### config.mk
export PLATFORM = sky130hd
export DESIGN_NAME = rtc_shadow_port
export DESIGN_NICKNAME = d
export VERILOG_FILES = /design/src/rtl/rtc_shadow_pkg.sv /design/src/rtl/rtc_prescaler.sv /design/src/rtl/rtc_time_chain.sv /design/src/rtl/rtc_host_buffer.sv /design/src/rtl/rtc_shadow_port.sv
export SDC_FILE = /design/constraint.sdc
export NUM_CORES = 1
export LEC_CHECK = 0
export CORE_MARGIN = 2
export CORE_UTILIZATION = 59
export DETAILED_ROUTE_END_ITERATION = 12
export PLACE_DENSITY = 0.79
export SLEW_MARGIN = 10
export SYNTH_ARGS = -nofsm -noshare
export SYNTH_HDL_FRONTEND = slang
export SYNTH_SLANG_ARGS = --single-unit
### constraint.sdc
create_clock -name clk -period 2.4 [get_ports clk]
set_input_delay 0.36 -clock clk [delete_from_list [all_inputs] [get_ports clk]]
set_output_delay 0.36 -clock clk [all_outputs]
set_load 0.03 [all_outputs]
### src/rtl/rtc_shadow_pkg.sv
package rtc_shadow_pkg;
  localparam int NREG  = 4;
  localparam int PTR_W = $clog2(NREG);

  localparam logic [PTR_W-1:0] A_SEC  = PTR_W'(0);
  localparam logic [PTR_W-1:0] A_MIN  = PTR_W'(1);
  localparam logic [PTR_W-1:0] A_HOUR = PTR_W'(2);
  localparam logic [PTR_W-1:0] A_CTRL = PTR_W'(3);
  localparam logic [PTR_W-1:0] A_LAST = PTR_W'(NREG - 1);

  localparam logic [7:0] SEC_MAX  = 8'h59;
  localparam logic [7:0] MIN_MAX  = 8'h59;
  localparam logic [7:0] HOUR_MAX = 8'h23;

  typedef struct packed {
    logic       carry;
    logic [7:0] val;
  } bcd_step_t;

  // One BCD increment with rollover to zero past the limit.
  function automatic bcd_step_t bcd_step(input logic [7:0] cur, input logic [7:0] lim);
    bcd_step_t r;
    if (cur >= lim) begin
      r.carry = 1'b1;
      r.val   = 8'h00;
    end else if (cur[3:0] >= 4'h9) begin
      r.carry = 1'b0;
      r.val   = {cur[7:4] + 4'h1, 4'h0};
    end else begin
      r.carry = 1'b0;
      r.val   = {cur[7:4], cur[3:0] + 4'h1};
    end
    return r;
  endfunction
endpackage

### src/rtl/rtc_prescaler.sv
module rtc_prescaler #(
  parameter int CLK_HZ = 32768
) (
  input  logic clk,
  input  logic rst,
  input  logic run,
  input  logic clr,
  input  logic sqw_en,
  output logic tick_now,
  output logic tick_q,
  output logic sqw_q
);
  localparam int            CW   = (CLK_HZ > 2) ? $clog2(CLK_HZ) : 1;
  localparam logic [CW-1:0] LAST = CW'(CLK_HZ - 1);
  localparam logic [CW-1:0] HALF = CW'(CLK_HZ / 2);

  logic [CW-1:0] cnt;

  // A clear in the same cycle wins over the end-of-second tick.
  assign tick_now = run && !clr && (cnt == LAST);

  always_ff @(posedge clk) begin
    if (rst) begin
      cnt    <= '0;
      tick_q <= 1'b0;
      sqw_q  <= 1'b0;
    end else begin
      tick_q <= tick_now;
      sqw_q  <= sqw_en && run && (cnt >= HALF);
      if (clr)
        cnt <= '0;
      else if (run)
        cnt <= (cnt == LAST) ? '0 : cnt + 1'b1;
    end
  end
endmodule

### src/rtl/rtc_time_chain.sv
module rtc_time_chain
  import rtc_shadow_pkg::*;
(
  input  logic                      clk,
  input  logic                      rst,
  input  logic                      tick,
  input  logic                      wr_en,
  input  logic [PTR_W-1:0]          wr_addr,
  input  logic [7:0]                wr_data,
  output logic [NREG-1:0][7:0]      live
);
  bcd_step_t s_step, m_step, h_step;

  always_comb begin
    s_step = bcd_step(live[A_SEC],  SEC_MAX);
    m_step = bcd_step(live[A_MIN],  MIN_MAX);
    h_step = bcd_step(live[A_HOUR], HOUR_MAX);
  end

  always_ff @(posedge clk) begin
    if (rst) begin
      live <= '0;
    end else begin
      if (tick) begin
        live[A_SEC] <= s_step.val;
        if (s_step.carry) begin
          live[A_MIN] <= m_step.val;
          if (m_step.carry)
            live[A_HOUR] <= h_step.val;
        end
      end
      // A host transfer overrides the count for its own register.
      if (wr_en)
        live[wr_addr] <= wr_data;
    end
  end
endmodule

### src/rtl/rtc_host_buffer.sv
module rtc_host_buffer
  import rtc_shadow_pkg::*;
(
  input  logic                 clk,
  input  logic                 rst,
  input  logic                 bus_start,
  input  logic                 bus_stop,
  input  logic                 ptr_set,
  input  logic [PTR_W-1:0]     ptr_in,
  input  logic                 rd_stb,
  input  logic                 wr_stb,
  input  logic [7:0]           wr_data,
  input  logic                 wr_ack,
  input  logic [NREG-1:0][7:0] live,
  output logic [7:0]           rd_data,
  output logic [PTR_W-1:0]     ptr,
  output logic                 xfer_en,
  output logic [PTR_W-1:0]     xfer_addr,
  output logic [7:0]           xfer_data
);
  logic [PTR_W-1:0] ptr_nxt;
  logic             advance;
  logic             wrap;
  logic             refresh;
  logic [7:0]       snap [NREG];
  logic             pend_v;

  assign advance = (rd_stb || wr_stb) && !ptr_set;
  assign ptr_nxt = (ptr == A_LAST) ? '0 : ptr + 1'b1;
  assign wrap    = advance && (ptr == A_LAST);
  assign refresh = bus_start || bus_stop || wrap;

  for (genvar g = 0; g < NREG; g++) begin : g_snap
    logic [7:0] q;
    always_ff @(posedge clk) begin
      if (rst)
        q <= '0;
      else if (refresh)
        q <= live[g];
    end
    assign snap[g] = q;
  end

  assign xfer_en = wr_ack && pend_v;

  always_ff @(posedge clk) begin
    if (rst) begin
      ptr       <= '0;
      rd_data   <= '0;
      pend_v    <= 1'b0;
      xfer_addr <= '0;
      xfer_data <= '0;
    end else begin
      if (ptr_set)
        ptr <= ptr_in;
      else if (advance)
        ptr <= ptr_nxt;
      if (rd_stb)
        rd_data <= snap[ptr];
      if (wr_stb) begin
        pend_v    <= 1'b1;
        xfer_addr <= ptr;
        xfer_data <= wr_data;
      end else if (xfer_en) begin
        pend_v <= 1'b0;
      end
    end
  end
endmodule

### src/rtl/rtc_shadow_port.sv
module rtc_shadow_port
  import rtc_shadow_pkg::*;
#(
  parameter int CLK_HZ = 32768
) (
  input  logic             clk,
  input  logic             rst,
  input  logic             osc_run,
  input  logic             bus_start,
  input  logic             bus_stop,
  input  logic             ptr_set,
  input  logic [PTR_W-1:0] ptr_in,
  input  logic             rd_stb,
  output logic [7:0]       rd_data,
  input  logic             wr_stb,
  input  logic [7:0]       wr_data,
  input  logic             wr_ack,
  output logic             sec_tick,
  output logic             sqw_out
);
  logic [NREG-1:0][7:0] live;
  logic [PTR_W-1:0]     ptr;
  logic                 xfer_en;
  logic [PTR_W-1:0]     xfer_addr;
  logic [7:0]           xfer_data;
  logic                 tick_now;
  logic                 sec_clr;
  logic                 sqw_en;

  assign sec_clr = xfer_en && (xfer_addr == A_SEC);
  assign sqw_en  = live[A_CTRL][0];

  rtc_host_buffer u_host (
    .clk       (clk),
    .rst       (rst),
    .bus_start (bus_start),
    .bus_stop  (bus_stop),
    .ptr_set   (ptr_set),
    .ptr_in    (ptr_in),
    .rd_stb    (rd_stb),
    .wr_stb    (wr_stb),
    .wr_data   (wr_data),
    .wr_ack    (wr_ack),
    .live      (live),
    .rd_data   (rd_data),
    .ptr       (ptr),
    .xfer_en   (xfer_en),
    .xfer_addr (xfer_addr),
    .xfer_data (xfer_data)
  );

  rtc_prescaler #(.CLK_HZ(CLK_HZ)) u_pre (
    .clk      (clk),
    .rst      (rst),
    .run      (osc_run),
    .clr      (sec_clr),
    .sqw_en   (sqw_en),
    .tick_now (tick_now),
    .tick_q   (sec_tick),
    .sqw_q    (sqw_out)
  );

  rtc_time_chain u_time (
    .clk     (clk),
    .rst     (rst),
    .tick    (tick_now),
    .wr_en   (xfer_en),
    .wr_addr (xfer_addr),
    .wr_data (xfer_data),
    .live    (live)
  );
endmodule

==> results of run 1 <==
[metal layers]
metal	global-route usage, %	vias up	wire (um)	part of all wire (%)
met5	0	-	0	0
met4	7.48	0	153	1.4
met2	43.7	144	4970	47
met1	35.1	1845	4730	45
met3	4.80	13	736	6.9
li1	-	1939	-	-
[worst reg2reg max path, cell delays in order (launching register included)]
cell     delay, ns
dfxtp_1       0.46
inv_1         0.10
ha_1          0.18
nor3b_1       0.16
o21ai_0       0.39
nand4_1       0.34
o21ai_0       0.35
o32ai_1       0.14
[cell families (layout without fill, tap and decap cells)]
group	Yosys count	count (layout)	synth area share (%)
mux	28	28	8.25
compound gates	108	108	13.7
simple gates	232	232	23.0
fa+ha+maj	17	17	4.58
flops	102	102	44.0
buf+inv	43	73	3.72
xor+xnor	15	15	2.83
[stage by stage]
stage / instance area, um2 / instances
global route: 5230 / 677
CTS: 5230 / 677
detailed placement: 5050 / 661
floorplan: 4640 / 545
finish: 5230 / 677
global placement: 5050 / 661
[worst paths after layout]
kind,start,to,cells past startpoint
worst max-delay path,u_time.live[1]$_SDFF_PP0_,u_time.live[14]$_SDFF_PP0_,7
worst min-delay path,rst,u_host.xfer_data[2]$_SDFFE_PP0P_,2
worst max register to register,u_time.live[1]$_SDFF_PP0_,u_time.live[14]$_SDFF_PP0_,7
worst min register to register,u_host.g_snap[2].q[7]$_SDFFE_PP0P_,u_host.g_snap[2].q[7]$_SDFFE_PP0P_,2
[flip-flops by register name (all words and copies together) (netlist names)]
signal            cells
u_host.xfer_addr      2
u_host.pend_v         1
u_pre.sqw_q           1
u_host.g_snap.q      32
u_pre.cnt            15
u_host.ptr            2
u_host.xfer_data      8
u_pre.tick_q          1
u_host.rd_data        8
u_time.live          32
[layout by cell type (no fill, tap or decap), drive strengths merged, types with 2 or more instances in the layout]
cell type      Yosys  routed
clkinvlp           0       2
mux2i             18      18
buf                7      17
and4               6       6
a311oi             8       8
nand2b             2       2
a21boi             2       2
dfxtp            102     102
clkdlybuf4s50      0      27
or3                3       3
a211oi             2       2
o21ai             18      18
o21a               2       2
clkbuf            23      10
mux4               8       8
o21bai             3       3
o31ai              2       2
and3               6       6
nor2b              2       2
nor2              61      61
nand4              7       7
nor3               7       7
nand2            108     108
nand3             17      17
xnor2              6       6
a21oi             58      58
ha                17      17
mux2               2       2
nor3b              5       5
nand4b             4       4
inv               13      16
a31oi              6       6
xor2               9       9
[area by class of cell]
class	count	area, um2
inverters	13	48.8
repair buffers	44	395
multi-input cells	400	2430
well taps	102	128
flip-flops and latches	102	2040
clock inverters	6	52.6
fillers	655	2460
clock buffers	10	128
[power by group through the flow]
| stage | registers, W | logic (W) | clock network [W] |
|---|---|---|---|
| 2_1_floorplan | 0.00178 | 0.000139 | 0 |
| 3_3_place_gp | 0.00179 | 0.000210 | 0 |
| 3_5_place_dp | 0.00179 | 0.000217 | 0 |
| 4_1_cts | 0.00175 | 0.000218 | 0.00102 |
| 5_1_grt | 0.00176 | 0.000239 | 0.00111 |
| 6_report | 0.00176 | 0.000218 | 0.00101 |
==> qor.yml, run 1 <==
outcome:
  status: "completed"
global_routing:
  grt_max_degree: 33
  grt_antenna_before_repair: 0
  grt_usage_pct: 26.2
  overflow: 0
  grt_pass1_wl_mm: 17.6
  grt_pass1_vias: 3690
flow_run:
  maxCapViolations: 0
power_and_ir_drop:
  p_clk_share_pct: 33.9
  combinationalPowerShare_pct: 7.3
  p_int_w: 0.00221
  swShare_pct: 26.1
  power_density_mw_per_mm2: 571
  p_seq_share_pct: 58.8
  total_power_w: 0.00299
  peakVddDrop_v: 0.000367
  p_switching_w: 0.000780
  p_leak_nw: 1.89
cells_and_area:
  syn_to_final_growth_pct: 12.6
  nNetsFinal: 606
  drive_above_1_share_pct: 8.35
  post-route-util_pct: 68.0
  antenna_cells: 0
setup_path:
  arrival_ns: 2.49
  worst_path_most_repeated_cell: "o21ai_0"
  path_buf_inv: 1
  start_kind: "register"
  end_kind: "register"
  slowest_stage: "dfxtp_1"
  cp_cell_sequence: "inv_1, ha_1, nor3b_1, o21ai_0, nand4_1, o21ai_0, o32ai_1"
  rrSetupSlack_ns: 0.15
  cpPeakStageDelay_ns: 0.46
  path_class: "register to register"
  cp_max_fo: 8
  critPathTopFamily: "compound AO/OA/AOI/OAI gates"
  worstPathRequired_ns: 2.64
drt:
  drt_iter0_drc: 258
  drt.antenna.violating_nets: 0
  wl_per_cell_um: 15.7
  num_vias: 3941
  wl_mm: 10.6
  route.detailed.drc: 0
  viasPerCell: 5.82
  drt-pass1-iter-count: 5
place:
  gp_congestion: 0.938
  hpwlAfterDp_mm: 7.61
  port-buffer-count: 28
  dp_slack_ns: 0.0550
sta:
  tns_ns: 0
  slew_headroom_pct: 58.9
  fmax_mhz: 444
  finalCritPeriodShare_pct: 93.8
  fin_worst_skew_ns: 0.0137
  holdWs_ns: 0.447
  worst_pin_slew_ns: 0.611
  setup_violations: 0
  finalCriticalPeriod_ns: 2.25
  finalHoldViolCount: 0
  finalWorstSetupSlack_ns: 0.149
  rsz0062_at_grt: "false"
  slew_viol_final: 0
logic_synthesis:
  synth.largest_area_cell: "dfxtp_1"
  synthTopCellsByCount: "nand2_1 (108), dfxtp_1 (102), nor2_1 (61)"
  synth-seq-cells: 102
  synth_nets: 581
  synth-main-ff-cell: "dfxtp_1"
  netlist_area_mm2: 0.00464
  yosysWarningCount: 0
  yosysTopAreaCellShare_pct: 44.0
  avgSynthCellArea_um2: 8.52
  synth_edf_count: 0
  seq_area_frac_synth_pct: 44.0
  synth_area_leaders: "dfxtp_1 (44%), nand2_1 (8.7%), a21oi_1 (6.3%), nor2_1 (4.9%), ha_1 (4.6%)"
  yosysMostFrequentCell: "nand2_1"
  async_flop_share_pct: 0
  synth_cells: 545
  synth.distinct_cells: 47
floorplan:
  dieArea_mm2: 0.00860
  io_pins: 29
  fp.dieH_um: 92.7
  num_rows: 32
  coreArea_mm2: 0.00769
  initial_core_util_pct: 60.4
  die_width_um: 92.7
min_path:
  min_path_type: "input port to register"
cts:
  cts_resized: 0
  cts_tree: "yes"
  htreeDepth: 3
  clock_path_buffers: 2
  cts_made_buffers: 9
  clock-root-buffer: "clkbuf_8"
  clkSinkCount: 102
  clk_pin_slew_worst_paths_ns: 0.10
  clkLatencyLatePin_ns: 0.37
  cts_setup_buffers: 0
  postCtsHoldBufs: 0
No activity file was read; power rests on OpenSTA's default activity.
==> inputs of run 2 (changes only) <==
--- a/config.mk
+++ b/config.mk
@@ -6,9 +6,9 @@
 export NUM_CORES = 1
 export LEC_CHECK = 0
 export CORE_MARGIN = 2
-export CORE_UTILIZATION = 59
+export CORE_UTILIZATION = 55
 export DETAILED_ROUTE_END_ITERATION = 12
-export PLACE_DENSITY = 0.79
+export PLACE_DENSITY = 0.75
 export SLEW_MARGIN = 10
 export SYNTH_ARGS = -nofsm -noshare
 export SYNTH_HDL_FRONTEND = slang
==> run 2 against run 1 <==
Against the previous run: first-iteration DRC count fell by 8.5%; combinational power about the same; clock-buffer cell count unchanged; maximum frequency grew 6.6%; cell count grew 0.59%; largest power group unchanged.
==> qor.yml, run 2 (synthesis results as in run 1) <==
floorplan:
  fp.dieH_um: 95.9
  initial_core_util_pct: 56.5
  io_pins: 29
  die_width_um: 95.9
  dieArea_mm2: 0.00919
  coreArea_mm2: 0.00822
  num_rows: 33
global_routing:
  grt_pass1_vias: 3637
  grt_max_degree: 33
  grt_pass1_wl_mm: 17.8
  grt_antenna_before_repair: 0
  grt_usage_pct: 25.5
  overflow: 0
setup_path:
  rr_endpoint: "u_time.live[9]$_SDFF_PP0_"
  reg2reg_depth: 7
  cp_max_fo: 7
  start_kind: "register"
  arrival_ns: 2.40
  end_kind: "register"
  rrSetupSlack_ns: 0.29
  worstPathRequired_ns: 2.69
  path_class: "register to register"
  r2r_start: "u_time.live[1]$_SDFF_PP0_"
place:
  gp_congestion: 0.864
  place_area_mm2: 0.00504
  hpwlAfterDp_mm: 7.85
  dp_slack_ns: 0.0651
  port-buffer-count: 28
sta:
  setup_violations: 0
  finalWorstSetupSlack_ns: 0.289
  fmax_mhz: 474
  slew_viol_final: 0
  tns_ns: 0
  slew_headroom_pct: 63.3
  finalCriticalPeriod_ns: 2.11
  finalCritPeriodShare_pct: 88.0
  rsz0062_at_grt: "false"
  holdWs_ns: 0.247
  fin_worst_skew_ns: 0.0118
  finalHoldViolCount: 0
  worst_pin_slew_ns: 0.549
flow_run:
  maxCapViolations: 0
cts:
  clk_pin_slew_worst_paths_ns: 0.11
  clkSinkCount: 102
  htreeDepth: 3
  clkLatencyLatePin_ns: 0.38
  clock_path_buffers: 2
  postCtsHoldBufs: 0
  cts_tree: "yes"
  clock-root-buffer: "clkbuf_8"
  cts_made_buffers: 9
outcome:
  status: "completed"
cells_and_area:
  syn_to_final_growth_pct: 13.3
  drive_above_1_share_pct: 8.85
  nNetsFinal: 607
  stdcell_area_mm2: 0.00526
  layout_common_cells: "nand2_1 (108), dfxtp_1 (102), nor2_1 (61)"
  antenna_cells: 0
  largest_registers: "u_host.g_snap.q (32), u_time.live (32), u_pre.cnt (15)"
  final_common_cell: "nand2_1"
power_and_ir_drop:
  p_leak_nw: 1.91
  power_density_mw_per_mm2: 585
  peakVddDrop_v: 0.000309
drt:
  drt.antenna.violating_nets: 0
  drt_iter0_drc: 236
  drt-pass1-iter-count: 5
  num_vias: 3992
  wl_mm: 11.0
  viasPerCell: 5.86
  wl_per_cell_um: 16.2
  route.detailed.drc: 0
min_path:
  whs_endpoint: "u_time.live[24]$_SDFFE_PP0P_"
  min_path_type: "input port to register"
  whs_path_depth: 2
  hold_start: "rst"
-- run 2: cell count changes in the layout (fill, tap and decap cells not counted), sizes merged --
cell      change
buf           +1
clkinv        -1
clkinvlp      -2
inv           +3
-- run 2: routing by layer --
| layer | wire length [um] | vias to the layer above | global-route usage [%] |
|---|---|---|---|
| met2 | 5220 | 125 | 40.6 |
| met3 | 615 | 25 | 4.46 |
| met5 | 0 | - | 0 |
| li1 | - | 1937 | - |
| met4 | 276 | 0 | 10.1 |
| met1 | 4910 | 1905 | 34.4 |
-- run 2: worst max-delay path, stage by stage, from the launching register on --
cell and delay [ns]:
dfxtp_1 0.45, inv_1 0.10, ha_1 0.18, nor3b_2 0.17, o21ai_0 0.31, and4_1 0.39, nand3_1 0.12, a311oi_1 0.29
-- run 2: worst max-delay path by stage --
stage	start	end	slack [ns]	cells past startpoint
after floorplan	u_pre.cnt[0]$_SDFFE_PP0P_	u_time.live[18]$_SDFF_PP0_	0.58	7
after global placement	osc_run	u_time.live[18]$_SDFF_PP0_	0.13	6
after detailed placement	osc_run	u_time.live[18]$_SDFF_PP0_	0.07	6
after CTS	u_time.live[1]$_SDFF_PP0_	u_time.live[18]$_SDFF_PP0_	0.23	7
after global routing	u_time.live[0]$_SDFF_PP0_	u_time.live[9]$_SDFF_PP0_	0.03	7
final	u_time.live[1]$_SDFF_PP0_	u_time.live[9]$_SDFF_PP0_	0.29	7
-- run 2: layout make-up --
class | instances | area [um2]
clock inverters | 6 | 60.1
well taps | 105 | 131
flip-flops and latches | 102 | 2040
repair buffers | 45 | 403
clock buffers | 10 | 138
fillers | 724 | 2960
inverters | 13 | 48.8
multi-input cells | 400 | 2440
-- run 2: per-stage QoR --
| step | cells | util [%] | total power (W) |
|---|---|---|---|
| finish | 681 | 64.0 | 0.00308 |
| global route | 681 | 64.0 | 0.00319 |
| CTS | 679 | 63.8 | 0.00309 |
| detailed placement | 663 | 61.4 | 0.00201 |
| global placement | 663 | 61.4 | 0.00200 |
| floorplan | 545 | - | 0.00192 |
-- run 2: power breakdown --
| group | switching (W) | internal [W] |
|---|---|---|
| combinational | 0.000122 | 0.0000940 |
| sequential | 0.0000390 | 0.00172 |
| clock | 0.000665 | 0.000439 |
-- run 2: repair_timing --
action | in CTS | in global routing
setup endpoints to repair | 0 | 4
resized for setup | 0 | 1
buffers inserted | 0 | 2
==> inputs of run 3 (changes only) <==
--- a/config.mk
+++ b/config.mk
@@ -6,9 +6,10 @@
 export NUM_CORES = 1
 export LEC_CHECK = 0
 export CORE_MARGIN = 2
-export CORE_UTILIZATION = 55
+export CORE_UTILIZATION = 59
 export DETAILED_ROUTE_END_ITERATION = 12
-export PLACE_DENSITY = 0.75
+export GPL_TIMING_DRIVEN = 0
+export PLACE_DENSITY = 0.79
 export SLEW_MARGIN = 10
 export SYNTH_ARGS = -nofsm -noshare
 export SYNTH_HDL_FRONTEND = slang
==> run 3 against run 2 <==
Against the previous run: worst setup slack got worse by 0.11 ns; power rose by 3.7%; clock-buffer cell count fell by 1; via count fell by 0.45%; maximum frequency fell by 4.9%; first-iteration DRC count rose by 22%; wire length rose by 0.13%; clock power rose by 11%; hold slack improved by 0.18 ns; sequential power barely moved.
==> qor.yml, run 3 (synthesis results as in run 1) <==
outcome:
  status: "completed"
power_and_ir_drop:
  peakVddDrop_v: 0.000429
  power_density_mw_per_mm2: 601
  p_leak_nw: 1.90
sta:
  setup_violations: 0
  finalCriticalPeriod_ns: 2.22
  finalCritPeriodShare_pct: 92.5
  slew_viol_final: 0
  tns_ns: 0
  fin_worst_skew_ns: 0.00989
  holdWs_ns: 0.425
  slew_headroom_pct: 49.8
  fmax_mhz: 451
  worst_pin_slew_ns: 0.753
  finalWorstSetupSlack_ns: 0.180
  finalHoldViolCount: 0
cts:
  clkSinkCount: 102
  cts_tree: "yes"
  cts_made_buffers: 9
  clock_path_buffers: 2
  clkLatencyLatePin_ns: 0.36
  clk_pin_slew_worst_paths_ns: 0.11
  htreeDepth: 3
  clock-root-buffer: "clkbuf_8"
drt:
  wl_mm: 11.0
  drt-pass1-iter-count: 4
  route.detailed.drc: 0
  num_vias: 3974
  wl_per_cell_um: 15.9
  drt.antenna.violating_nets: 0
  drt_iter0_drc: 287
  viasPerCell: 5.73
floorplan:
  dieArea_mm2: 0.00860
  io_pins: 29
  initial_core_util_pct: 60.4
  fp.dieH_um: 92.7
  coreArea_mm2: 0.00769
  die_width_um: 92.7
  num_rows: 32
global_routing:
  grt_max_degree: 19
  grt_pass1_vias: 3798
  grt_pass1_wl_mm: 18.3
  overflow: 0
  grt_usage_pct: 27.1
  grt_antenna_before_repair: 0
setup_path:
  worstPathRequired_ns: 2.67
  path_class: "input port to register"
  cp_max_fo: 10
  cp-startpoint: "wr_ack"
  start_kind: "input port"
  arrival_ns: 2.49
  rrSetupSlack_ns: 0.23
  r2r_start: "u_time.live[0]$_SDFF_PP0_"
  end_kind: "register"
  reg2reg_depth: 8
  rr_endpoint: "u_time.live[8]$_SDFF_PP0_"
cells_and_area:
  syn_to_final_growth_pct: 14.3
  n_fill_cell: 661
  largest_registers: "u_host.g_snap.q (32), u_time.live (32), u_pre.cnt (15)"
  layout_common_cells: "nand2_1 (108), dfxtp_1 (102), nor2_1 (61)"
  drive_above_1_share_pct: 6.93
  nNetsFinal: 623
  register_area_mm2: 0.00204
  multi_input_area_mm2: 0.00244
  final_common_cell: "nand2_1"
  antenna_cells: 0
min_path:
  whs_path_depth: 3
  min_path_type: "input port to register"
  hold_start: "rd_stb"
  whs_endpoint: "u_host.rd_data[4]$_SDFFE_PP0P_"
place:
  port-buffer-count: 27
  dp_slack_ns: -0.371
  hpwlAfterDp_mm: 8.17
  gp_congestion: 0.988
flow_run:
  maxCapViolations: 0
run 3: cell count changes in the layout (fill, tap and decap cells not counted), sizes merged:
cell      delta
inv          -3
bufinv       +2
buf          -7
clkinvlp     +2
clkbuf      +22
run 3: power breakdown:
group          internal (W)  total [W]  switching [W]
sequential          0.00172    0.00175      0.0000362
combinational     0.0000890   0.000218       0.000129
clock              0.000602    0.00122       0.000618
total               0.00241    0.00319       0.000783
run 3: per-layer routing:
metal  routed length [um]  global-route usage, %
met1                 4940                   36.1
met2                 5070                   44.6
met3                  672                   3.34
met4                  354                   12.0
met5                    0                      0
run 3: layout make-up:
type,instances,share of cell area [%]
multi-input cells,400,45.9
flip-flops and latches,102,38.5
repair buffers,31,5.66
well taps,102,2.40
clock buffers,9,2.33
plain buffers,30,2.33
clock inverters,7,1.96
inverters,13,0.919
run 3: worst max-delay path by stage:
stage                     depth (start not counted)                          to
after global routing                              7  u_time.live[14]$_SDFF_PP0_
after global placement                            7  u_pre.cnt[10]$_SDFFE_PP0P_
after floorplan                                   7  u_time.live[18]$_SDFF_PP0_
after CTS                                         7   u_pre.cnt[4]$_SDFFE_PP0P_
after detailed placement                          7   u_pre.cnt[4]$_SDFFE_PP0P_
final                                             8   u_time.live[8]$_SDFF_PP0_
run 3: timing repair:
item                       4_1_cts  5_1_grt
hold buffers                     0        0
gates resized for setup          0        2
setup buffers                    0        4
setup endpoints to repair        0       18
hold endpoints to repair         0        0
run 3: metrics by stage:
stage          cell area, um2  utilization, %  cells  total power, W
2_1_floorplan            4640               -    545         0.00192
3_3_place_gp             5040            65.6    674         0.00200
3_5_place_dp             5040            65.6    674         0.00201
4_1_cts                  5270            68.5    690         0.00320
5_1_grt                  5310            69.1    694         0.00330
6_report                 5310            69.1    694         0.00319
run 3: critical path, cell delays in order:
cell and delay (ns):
clkdlybuf4s50_1 0.53, nand2_1 0.17, or3_1 0.39, clkbuf_1 0.24, nand4_1 0.30, buf_4 0.18, nand2_1 0.04, a311oi_1 0.27
